[config.mk]
export PLATFORM = sky130hd
export DESIGN_NAME = dual_acc
export DESIGN_NICKNAME = d
export VERILOG_FILES = /design/src/rtl/dual_acc_pkg.sv /design/src/rtl/dual_acc_rst_sync.sv /design/src/rtl/dual_acc_alu.sv /design/src/rtl/dual_acc_regs.sv /design/src/rtl/dual_acc.sv
export SDC_FILE = /design/constraint.sdc
export NUM_CORES = 1
export LEC_CHECK = 0
export ABC_AREA = 1
export BUFFER_PORTS_ARGS = -buffer_cell sky130_fd_sc_hd__buf_2
export CAP_MARGIN = 20
export CORE_UTILIZATION = 45
export CTS_CLUSTER_DIAMETER = 100
export DETAILED_ROUTE_END_ITERATION = 8
export HOLD_SLACK_MARGIN = 0.15
export PLACE_DENSITY = 0.77
export SYNTH_ARGS = -nofsm -noshare
export SYNTH_HDL_FRONTEND = slang
export SYNTH_SLANG_ARGS = --single-unit
export TNS_END_PERCENT = 30
[constraint.sdc]
create_clock -name clk -period 0.8 [get_ports clk]
set_input_delay 0 -clock clk [delete_from_list [all_inputs] [get_ports clk]]
set_output_delay 0 -clock clk [all_outputs]
set_load 0.05 [all_outputs]
[src/rtl/dual_acc_pkg.sv]
package dual_acc_pkg;
  localparam int OPC_W = 4;

  typedef enum logic [OPC_W-1:0] {
    OP_NOP  = 4'h0,
    OP_LDA  = 4'h1,
    OP_LDB  = 4'h2,
    OP_LDD  = 4'h3,
    OP_ABA  = 4'h4,
    OP_ADDD = 4'h5,
    OP_SUBD = 4'h6,
    OP_SHLD = 4'h7,
    OP_SHRD = 4'h8,
    OP_TCA  = 4'h9
  } acc_op_e;
endpackage

[src/rtl/dual_acc_rst_sync.sv]
module dual_acc_rst_sync #(
  parameter int STAGES = 2
) (
  input  logic clk,
  input  logic rst_n,
  output logic rst_sync_n
);
  logic [STAGES-1:0] sync_q;

  generate
    if (STAGES == 1) begin : g_single
      always_ff @(posedge clk or negedge rst_n) begin
        if (!rst_n) sync_q <= '0;
        else        sync_q <= 1'b1;
      end
    end else begin : g_chain
      always_ff @(posedge clk or negedge rst_n) begin
        if (!rst_n) sync_q <= '0;
        else        sync_q <= {sync_q[STAGES-2:0], 1'b1};
      end
    end
  endgenerate

  assign rst_sync_n = sync_q[STAGES-1];
endmodule

[src/rtl/dual_acc_alu.sv]
module dual_acc_alu
  import dual_acc_pkg::*;
#(
  parameter int BYTE_W    = 8,
  parameter bit SHR_ARITH = 1'b0
) (
  input  logic [OPC_W-1:0]    op_i,
  input  logic [BYTE_W-1:0]   a_i,
  input  logic [BYTE_W-1:0]   b_i,
  input  logic [2*BYTE_W-1:0] mem_i,
  input  logic [BYTE_W-1:0]   ccr_i,
  output logic [BYTE_W-1:0]   a_nxt,
  output logic [BYTE_W-1:0]   b_nxt,
  output logic                a_we,
  output logic                b_we,
  output logic                flag_we,
  output logic                c_nxt,
  output logic                z_nxt
);
  localparam int WORD_W = 2 * BYTE_W;

  logic [WORD_W-1:0] d_cur;
  logic [BYTE_W:0]   sum_byte;
  logic [WORD_W:0]   sum_word;
  logic [WORD_W:0]   dif_word;
  logic [WORD_W-1:0] res_word;
  logic              shr_fill;

  assign d_cur    = {a_i, b_i};
  assign sum_byte = {1'b0, a_i} + {1'b0, b_i};
  assign sum_word = {1'b0, d_cur} + {1'b0, mem_i};
  assign dif_word = {1'b0, d_cur} - {1'b0, mem_i};

  generate
    if (SHR_ARITH) begin : g_shr_arith
      assign shr_fill = d_cur[WORD_W-1];
    end else begin : g_shr_logic
      assign shr_fill = 1'b0;
    end
  endgenerate

  always_comb begin
    a_nxt    = a_i;
    b_nxt    = b_i;
    a_we     = 1'b0;
    b_we     = 1'b0;
    flag_we  = 1'b0;
    c_nxt    = 1'b0;
    z_nxt    = 1'b0;
    res_word = d_cur;
    case (op_i)
      OP_LDA: begin
        a_nxt = mem_i[BYTE_W-1:0];
        a_we  = 1'b1;
      end
      OP_LDB: begin
        b_nxt = mem_i[BYTE_W-1:0];
        b_we  = 1'b1;
      end
      OP_LDD: begin
        a_nxt = mem_i[WORD_W-1:BYTE_W];
        b_nxt = mem_i[BYTE_W-1:0];
        a_we  = 1'b1;
        b_we  = 1'b1;
      end
      OP_ABA: begin
        a_nxt   = sum_byte[BYTE_W-1:0];
        a_we    = 1'b1;
        flag_we = 1'b1;
        c_nxt   = sum_byte[BYTE_W];
        z_nxt   = (sum_byte[BYTE_W-1:0] == '0);
      end
      OP_ADDD, OP_SUBD, OP_SHLD, OP_SHRD: begin
        case (op_i)
          OP_ADDD: begin
            res_word = sum_word[WORD_W-1:0];
            c_nxt    = sum_word[WORD_W];
          end
          OP_SUBD: begin
            res_word = dif_word[WORD_W-1:0];
            c_nxt    = dif_word[WORD_W];
          end
          OP_SHLD: begin
            res_word = {d_cur[WORD_W-2:0], 1'b0};
            c_nxt    = d_cur[WORD_W-1];
          end
          default: begin
            res_word = {shr_fill, d_cur[WORD_W-1:1]};
            c_nxt    = d_cur[0];
          end
        endcase
        a_nxt   = res_word[WORD_W-1:BYTE_W];
        b_nxt   = res_word[BYTE_W-1:0];
        a_we    = 1'b1;
        b_we    = 1'b1;
        flag_we = 1'b1;
        z_nxt   = (res_word == '0);
      end
      OP_TCA: begin
        a_nxt = ccr_i;
        a_we  = 1'b1;
      end
      default: begin
      end
    endcase
  end
endmodule

[src/rtl/dual_acc_regs.sv]
module dual_acc_regs #(
  parameter int BYTE_W = 8
) (
  input  logic              clk,
  input  logic              rst_n,
  input  logic              a_we,
  input  logic              b_we,
  input  logic              flag_we,
  input  logic [BYTE_W-1:0] a_nxt,
  input  logic [BYTE_W-1:0] b_nxt,
  input  logic              c_nxt,
  input  logic              z_nxt,
  output logic [BYTE_W-1:0] a_q,
  output logic [BYTE_W-1:0] b_q,
  output logic              c_q,
  output logic              z_q
);
  logic [BYTE_W-1:0] a_d;
  logic [BYTE_W-1:0] b_d;
  logic              c_d;
  logic              z_d;

  always_comb begin
    a_d = a_we    ? a_nxt : a_q;
    b_d = b_we    ? b_nxt : b_q;
    c_d = flag_we ? c_nxt : c_q;
    z_d = flag_we ? z_nxt : z_q;
  end

  always_ff @(posedge clk or negedge rst_n) begin
    if (!rst_n) begin
      a_q <= '0;
      b_q <= '0;
      c_q <= 1'b0;
      z_q <= 1'b0;
    end else begin
      a_q <= a_d;
      b_q <= b_d;
      c_q <= c_d;
      z_q <= z_d;
    end
  end
endmodule

[src/rtl/dual_acc.sv]
module dual_acc
  import dual_acc_pkg::*;
#(
  parameter int BYTE_W      = 8,
  parameter int SYNC_STAGES = 2,
  parameter bit SHR_ARITH   = 1'b0
) (
  input  logic                clk,
  input  logic                rst_n,
  input  logic [OPC_W-1:0]    op_i,
  input  logic [2*BYTE_W-1:0] mem_i,
  input  logic [BYTE_W-1:0]   ccr_i,
  output logic [BYTE_W-1:0]   acc_a_o,
  output logic [BYTE_W-1:0]   acc_b_o,
  output logic [2*BYTE_W-1:0] acc_d_o,
  output logic                carry_o,
  output logic                zero_o
);
  logic              rst_sync_n;
  logic [BYTE_W-1:0] a_nxt;
  logic [BYTE_W-1:0] b_nxt;
  logic              a_we;
  logic              b_we;
  logic              flag_we;
  logic              c_nxt;
  logic              z_nxt;

  dual_acc_rst_sync #(.STAGES(SYNC_STAGES)) u_rst (
    .clk        (clk),
    .rst_n      (rst_n),
    .rst_sync_n (rst_sync_n)
  );

  dual_acc_alu #(.BYTE_W(BYTE_W), .SHR_ARITH(SHR_ARITH)) u_alu (
    .op_i    (op_i),
    .a_i     (acc_a_o),
    .b_i     (acc_b_o),
    .mem_i   (mem_i),
    .ccr_i   (ccr_i),
    .a_nxt   (a_nxt),
    .b_nxt   (b_nxt),
    .a_we    (a_we),
    .b_we    (b_we),
    .flag_we (flag_we),
    .c_nxt   (c_nxt),
    .z_nxt   (z_nxt)
  );

  dual_acc_regs #(.BYTE_W(BYTE_W)) u_regs (
    .clk     (clk),
    .rst_n   (rst_sync_n),
    .a_we    (a_we),
    .b_we    (b_we),
    .flag_we (flag_we),
    .a_nxt   (a_nxt),
    .b_nxt   (b_nxt),
    .c_nxt   (c_nxt),
    .z_nxt   (z_nxt),
    .a_q     (acc_a_o),
    .b_q     (acc_b_o),
    .c_q     (carry_o),
    .z_q     (zero_o)
  );

  assign acc_d_o = {acc_a_o, acc_b_o};
endmodule

==> results of run 1 <==
-- power breakdown --
part,switching (mW),total (mW),internal (mW)
combinational,6.77,11.8,5.00
clock,0.410,1.08,0.670
sequential,0.294,1.54,1.25
total,7.47,14.4,6.92
-- state kept, by name (all words and copies together) (netlist names) --
register	cells
u_regs.c_q	1
u_regs.z_q	1
u_regs.a_q	8
u_regs.b_q	8
u_rst.sync_q	2
-- area by class of cell --
type / instances / area [um2] / area share
clock buffer: 3 / 41.3 / 0.00609
clock inverter: 1 / 30.0 / 0.00443
inverter: 101 / 384 / 0.0566
multi-input combinational: 527 / 3670 / 0.541
sequential: 20 / 532 / 0.0784
tap: 105 / 131 / 0.0194
timing repair buffer: 247 / 1990 / 0.294
-- kinds of logic after synthesis --
| group | synth area share |
|---|---|
| other cells | 0.000951 |
| fa+ha+maj | 0.145 |
| compound gates | 0.142 |
| flops | 0.127 |
| xor+xnor | 0.0155 |
| buf+inv | 0.154 |
| simple gates | 0.415 |
-- through the flow --
step           TNS, ns  instances
2_1_floorplan   -21.17        682
3_3_place_gp    -23.84        984
3_5_place_dp    -24.72        984
4_1_cts         -30.78       1002
5_1_grt         -34.99       1004
6_report        -33.10       1004
-- worst reg2reg max path, cell delays in order, from the launching register on --
cell and delay [ns]:
dfrtp_2 0.43, inv_2 0.07, ha_4 0.16, fa_2 0.38, xnor2_1 0.16, nand2_1 0.07, nand2_1 0.09, nor2_2 0.13
nand3_1 0.10, nor2_1 0.12, nand3_1 0.09, nor2_1 0.10, nand3_1 0.11, nor2_1 0.10, nand3_1 0.10, a21oi_2 0.13
-- final timing paths --
check,startpoint,endpoint,slack (ns),cells past startpoint
setup / recovery,u_regs.b_q[0],u_regs.z_q,-1.61,15
hold / removal,ccr_i[5],u_regs.a_q[5],0.1,5
min in group asynchronous,u_rst.sync_q[1],u_regs.c_q,0.18,1
hold reg to reg,u_rst.sync_q[1],u_regs.c_q,0.18,1
setup reg to reg,u_regs.b_q[0],u_regs.z_q,-1.61,15
max in group asynchronous,rst_n,u_rst.sync_q[0],0.12,3
-- cells in the mapped netlist (5+ instances only) --
library cell / count / area (um2)
o21ai_0: 31 / 155
nand4_1: 16 / 100
nor2_1: 65 / 244
nand2_1: 189 / 709
ha_1: 41 / 513
inv_1: 99 / 372
nor3_1: 8 / 40.0
nand3_1: 78 / 390
buf_2: 12 / 60.1
o21ai_1: 5 / 25.0
a21oi_1: 36 / 180
xor2_1: 5 / 43.8
nor2_2: 6 / 37.5
dfrtp_1: 20 / 500
buf_4: 18 / 135
-- repair_timing --
| action | in CTS | in global routing |
|---|---|---|
| gates cloned | 0 | 0 |
| pin swaps | 62 | 67 |
| endpoints found under the hold margin | 6 | 2 |
| setup endpoints to repair | 52 | 52 |
| gates resized for setup | 179 | 76 |
| buffers inserted | 12 | 6 |
-- layout by cell type (no fill, tap or decap), types with 4 or more instances in the layout --
cell,count
buf_4,163
nand2_1,141
inv_1,88
nor2_1,51
buf_6,51
nand3_1,47
nand2_2,36
buf_2,29
a21oi_1,25
nand3_2,22
ha_1,22
o21ai_0,19
nand4_1,16
nand2_4,15
o21ai_1,15
ha_4,15
nor2_2,14
inv_2,12
nand3_4,10
a21oi_2,10
dfrtp_2,10
nor2_4,7
xor2_1,5
dfrtp_4,5
dfrtp_1,5
o21ai_2,4
nor3_1,4
ha_2,4
-- metal layers --
metal | vias up | part of all wire | track usage
li1 | 2631 | - | -
met3 | 88 | 0.088 | 0.0351
met5 | - | 0 | 0
met4 | 0 | 0.048 | 0.128
met1 | 2651 | 0.39 | 0.508
met2 | 371 | 0.47 | 0.676
==> results.ini, run 1 <==
[yosys]
ys_seq_area_frac=0.127
syn_inst=682
ys.flop_type=dfrtp_1
netlist_area_um2=3950
async_flop_share=1.00
synth_edf_count=0
synth.distinct_cells=43
synth-seq-cells=20
yosysWarnings=0
syn_avg_cell_area_um2=5.78
synth_nets=756

[clocking]
cts_hold_buf=2
cts_tree=yes
clock_sinks=20
cts_buffers=3
htreeDepth=1
cts.path.max_buffers=2
clk_latency_ns=0.27
path_clk_slew_ns=0.09
cts-root-buf=clkbuf_8

[cells_and_area]
final_util=0.813
antenna_cells=0
fillCellCount=546
area_growth_pct=71.9
nNetsFinal=974
design_area_um2=6780
drive_above_1_share=0.483

[floorplanning]
dieArea_um2=9150
core_area_um2=8340
start_util=0.473
placementRows=33
pin_count=64
chipWidth_um=95.6
die_y_um=95.6

[sta]
fin_ws_ns=-1.61
max_clock_freq_ghz=0.415
min_period_ns=2.41
slew_viol_final=0
finalHoldViolations=0
setup_viol=52
hold_slack_ns=0.0951
rsz0062_at_grt=yes
finalCritPeriodShare=3.01
fin_worst_skew_ns=0.00858

[global_route]
grt_pass1_wl_mm=27.0
gr-total-overflow=0
grt_usage=0.391
antenna_found_initial=0
grt_max_degree=13
grt_pass1_vias=5357

[power]
total_power_mw=14.4
vdd_drop_max_v=0.00193
p_leak_nw=3.39
power_density_nw_per_um2=2120

[setup_path]
crit_chain=inv_2, ha_4, fa_2, xnor2_1, nand2_1, nand2_1, nor2_2, nand3_1, nor2_1, nand3_1, nor2_1, nand3_1, nor2_1, nand3_1, a21oi_2
path_buf_inv=1
setup.worst_path.class=reg -> reg
cp.arrival_ns=2.62
cpMaxStageDelayCell=dfrtp_2
path_max_fanout=4
crit_path_start_kind=flop
end_kind=flop
cpMostUsedCell=nand3_1
max_stage_delay_ns=0.43
worst_ep_required_time_ns=1.01
crit_family=simple AND/OR/NAND/NOR gates

[placed_design]
hpwl_mm=13.6
io_buffer_count=63
placed_cell_area_um2=5650
gp_congestion=0.955
pre_cts_slack_ns=-1.57

[route]
drc=0
finalWirelength_mm=18.3
vias=5741
drt-wirelength-per-cell_um=18.3
drt_iter0_drc=478
drtPass1Iterations=7
viasPerCell=5.72
ant_nets=0

[run_status]
violations=setup timing
outcome=finished, violations left

[run]
maxCapViolCount=0

[min_path]
hp-class=in -> reg

No activity file was read; power rests on OpenSTA's default activity.
==> run 2: changes to the inputs <==
--- a/config.mk
+++ b/config.mk
@@ -7,12 +7,13 @@
 export LEC_CHECK = 0
 export ABC_AREA = 1
 export BUFFER_PORTS_ARGS = -buffer_cell sky130_fd_sc_hd__buf_2
-export CAP_MARGIN = 20
-export CORE_UTILIZATION = 45
+export CAP_MARGIN = 30
+export CORE_ASPECT_RATIO = 1.4
+export CORE_UTILIZATION = 40
 export CTS_CLUSTER_DIAMETER = 100
 export DETAILED_ROUTE_END_ITERATION = 8
 export HOLD_SLACK_MARGIN = 0.15
-export PLACE_DENSITY = 0.77
+export PLACE_DENSITY = 0.71
 export SYNTH_ARGS = -nofsm -noshare
 export SYNTH_HDL_FRONTEND = slang
 export SYNTH_SLANG_ARGS = --single-unit
==> results.ini, run 2 (synthesis results as in run 1) <==
[run_status]
outcome=finished, violations left
violations=DRC, setup timing

[cells_and_area]
design_area_um2=6620
area_growth_pct=67.8
antenna_cells=0
nNetsFinal=961
layoutNonFillerInstCount=1018
top_regs=u_regs.a_q (8), u_regs.b_q (8), u_rst.sync_q (2)
drive_above_1_share=0.456
final_common_cell=buf_4
final_cell_mix=buf_4, nand2_1, inv_1, nand3_1, nor2_1

[clocking]
cts_tree=yes
cts.path.max_buffers=2
clock_sinks=20
path_clk_slew_ns=0.06
cts-root-buf=clkbuf_16
htreeDepth=1
clk_latency_ns=0.26
cts_buffers=3

[power]
total_power_mw=13.7
p_leak_nw=3.33
power_frac_comb=0.800
intPower_mw=6.66
clkPwrFrac=0.087
net-switching-power_mw=7.06
power_density_nw_per_um2=2070
p_sw_frac=0.515
p_seq_frac=0.113
vdd_drop_max_v=0.00156

[placed_design]
place_inst=1001
hpwl_mm=13.3
gp_congestion=1.01
pre_cts_slack_ns=-1.54
placed_cell_area_um2=5630
io_buffer_count=63

[route]
drtPass1Iterations=8
viasPerCell=5.36
ant_nets=0
drt_iter0_drc=593
drt-wirelength-per-cell_um=16.7
drc=1
vias=5461
finalWirelength_mm=17.0

[setup_path]
worst_ep_required_time_ns=0.98
end_kind=flop
setup.worst_path.class=reg -> reg
path_max_fanout=4
cp.arrival_ns=2.55
crit_path_start_kind=flop

[floorplanning]
start_util=0.415
chipWidth_um=85.9
core_area_um2=9510
die_y_um=120
placementRows=42
pin_count=64
dieArea_um2=10300

[global_route]
grt_max_degree=19
grt_usage=0.332
grt_pass1_vias=5518
grt_pass1_wl_mm=26.6
gr-total-overflow=0
antenna_found_initial=0

[sta]
finalHoldViolations=0
finalCritPeriodShare=2.96
fin_worst_skew_ns=0.00348
max_clock_freq_ghz=0.422
rsz0062_at_grt=yes
setup_viol=52
min_period_ns=2.37
fin_ws_ns=-1.57
slew_viol_final=0

[min_path]
hp-class=in -> reg

[run]
maxCapViolCount=0

==> run 2: changes by cell type in the layout (fill, tap and decap cells not counted), sizes merged <==
| cell | before | now |
|---|---|---|
| clkbuf | 3 | 4 |
| buf | 245 | 232 |
| bufinv | 1 | 0 |
==> run 2: cell type report <==
class | instances | area [um2]
Tap cell | 132 | 165
Timing Repair Buffer | 234 | 1930
Inverter | 101 | 382
Sequential cell | 20 | 532
Clock buffer | 4 | 88.8
Multi-Input combinational cell | 527 | 3520
Fill cell | 768 | 2890
==> run 2: final timing paths <==
| check | from | to | slack [ns] | cells after the start |
|---|---|---|---|---|
| worst max-delay path | u_regs.b_q[0] | u_regs.z_q | -1.57 | 16 |
| worst min-delay path | ccr_i[4] | u_regs.a_q[4] | 0.1 | 5 |
| worst max register to register | u_regs.b_q[0] | u_regs.z_q | -1.57 | 16 |
| worst min register to register | u_rst.sync_q[1] | u_regs.c_q | 0.21 | 1 |
| max in group asynchronous | rst_n | u_rst.sync_q[0] | 0.10 | 3 |
| min in group asynchronous | u_rst.sync_q[1] | u_regs.c_q | 0.21 | 1 |
==> run 2: critical path, stage by stage (launching register included) <==
cell and delay [ns]:
dfrtp_2 0.41, inv_2 0.06, ha_4 0.15, fa_2 0.35, inv_2 0.09, nand2_2 0.07
nand2_4 0.09, nand3_1 0.07, nand3_1 0.09, nand3b_1 0.09, nand2_1 0.10, nand3_1 0.09
nor2_2 0.12, nand3_1 0.10, nor2_1 0.13, nand3_1 0.10, a21oi_1 0.16
==> run 2: power groups by stage <==
stage	Combinational (mW)	Sequential [mW]	Clock (mW)
3_3_place_gp	8.79	1.51	0
4_1_cts	10.2	1.53	1.19
3_5_place_dp	8.89	1.52	0
5_1_grt	11.8	1.57	1.25
2_1_floorplan	4.97	2.29	0
6_report	11.0	1.55	1.19
==> run 2: routing by layer <==
layer | up-vias | part of all wire | track usage
met4 | 0 | 0.071 | 0.214
li1 | 2609 | - | -
met3 | 81 | 0.052 | 0.0303
met5 | - | 0 | 0
met1 | 2538 | 0.39 | 0.393
met2 | 233 | 0.49 | 0.567
==> run 2: metrics by stage <==
stage               setup TNS [ns]  hold slack [ns]   util
floorplan                   -21.17           -0.296      -
global placement            -22.82           -0.215  0.592
detailed placement          -23.31           -0.213  0.592
CTS                         -28.98           0.0965  0.668
global route                -32.43            0.162  0.696
finish                      -30.05           0.0973  0.696
==> run 2: timing repair <==
action / CTS / global route
hold buffers: 2 / 0
setup buffers: 8 / 7
resized for setup: 164 / 65
hold endpoints to repair: 5 / 0
setup endpoints to repair: 52 / 52
pin swaps: 40 / 37
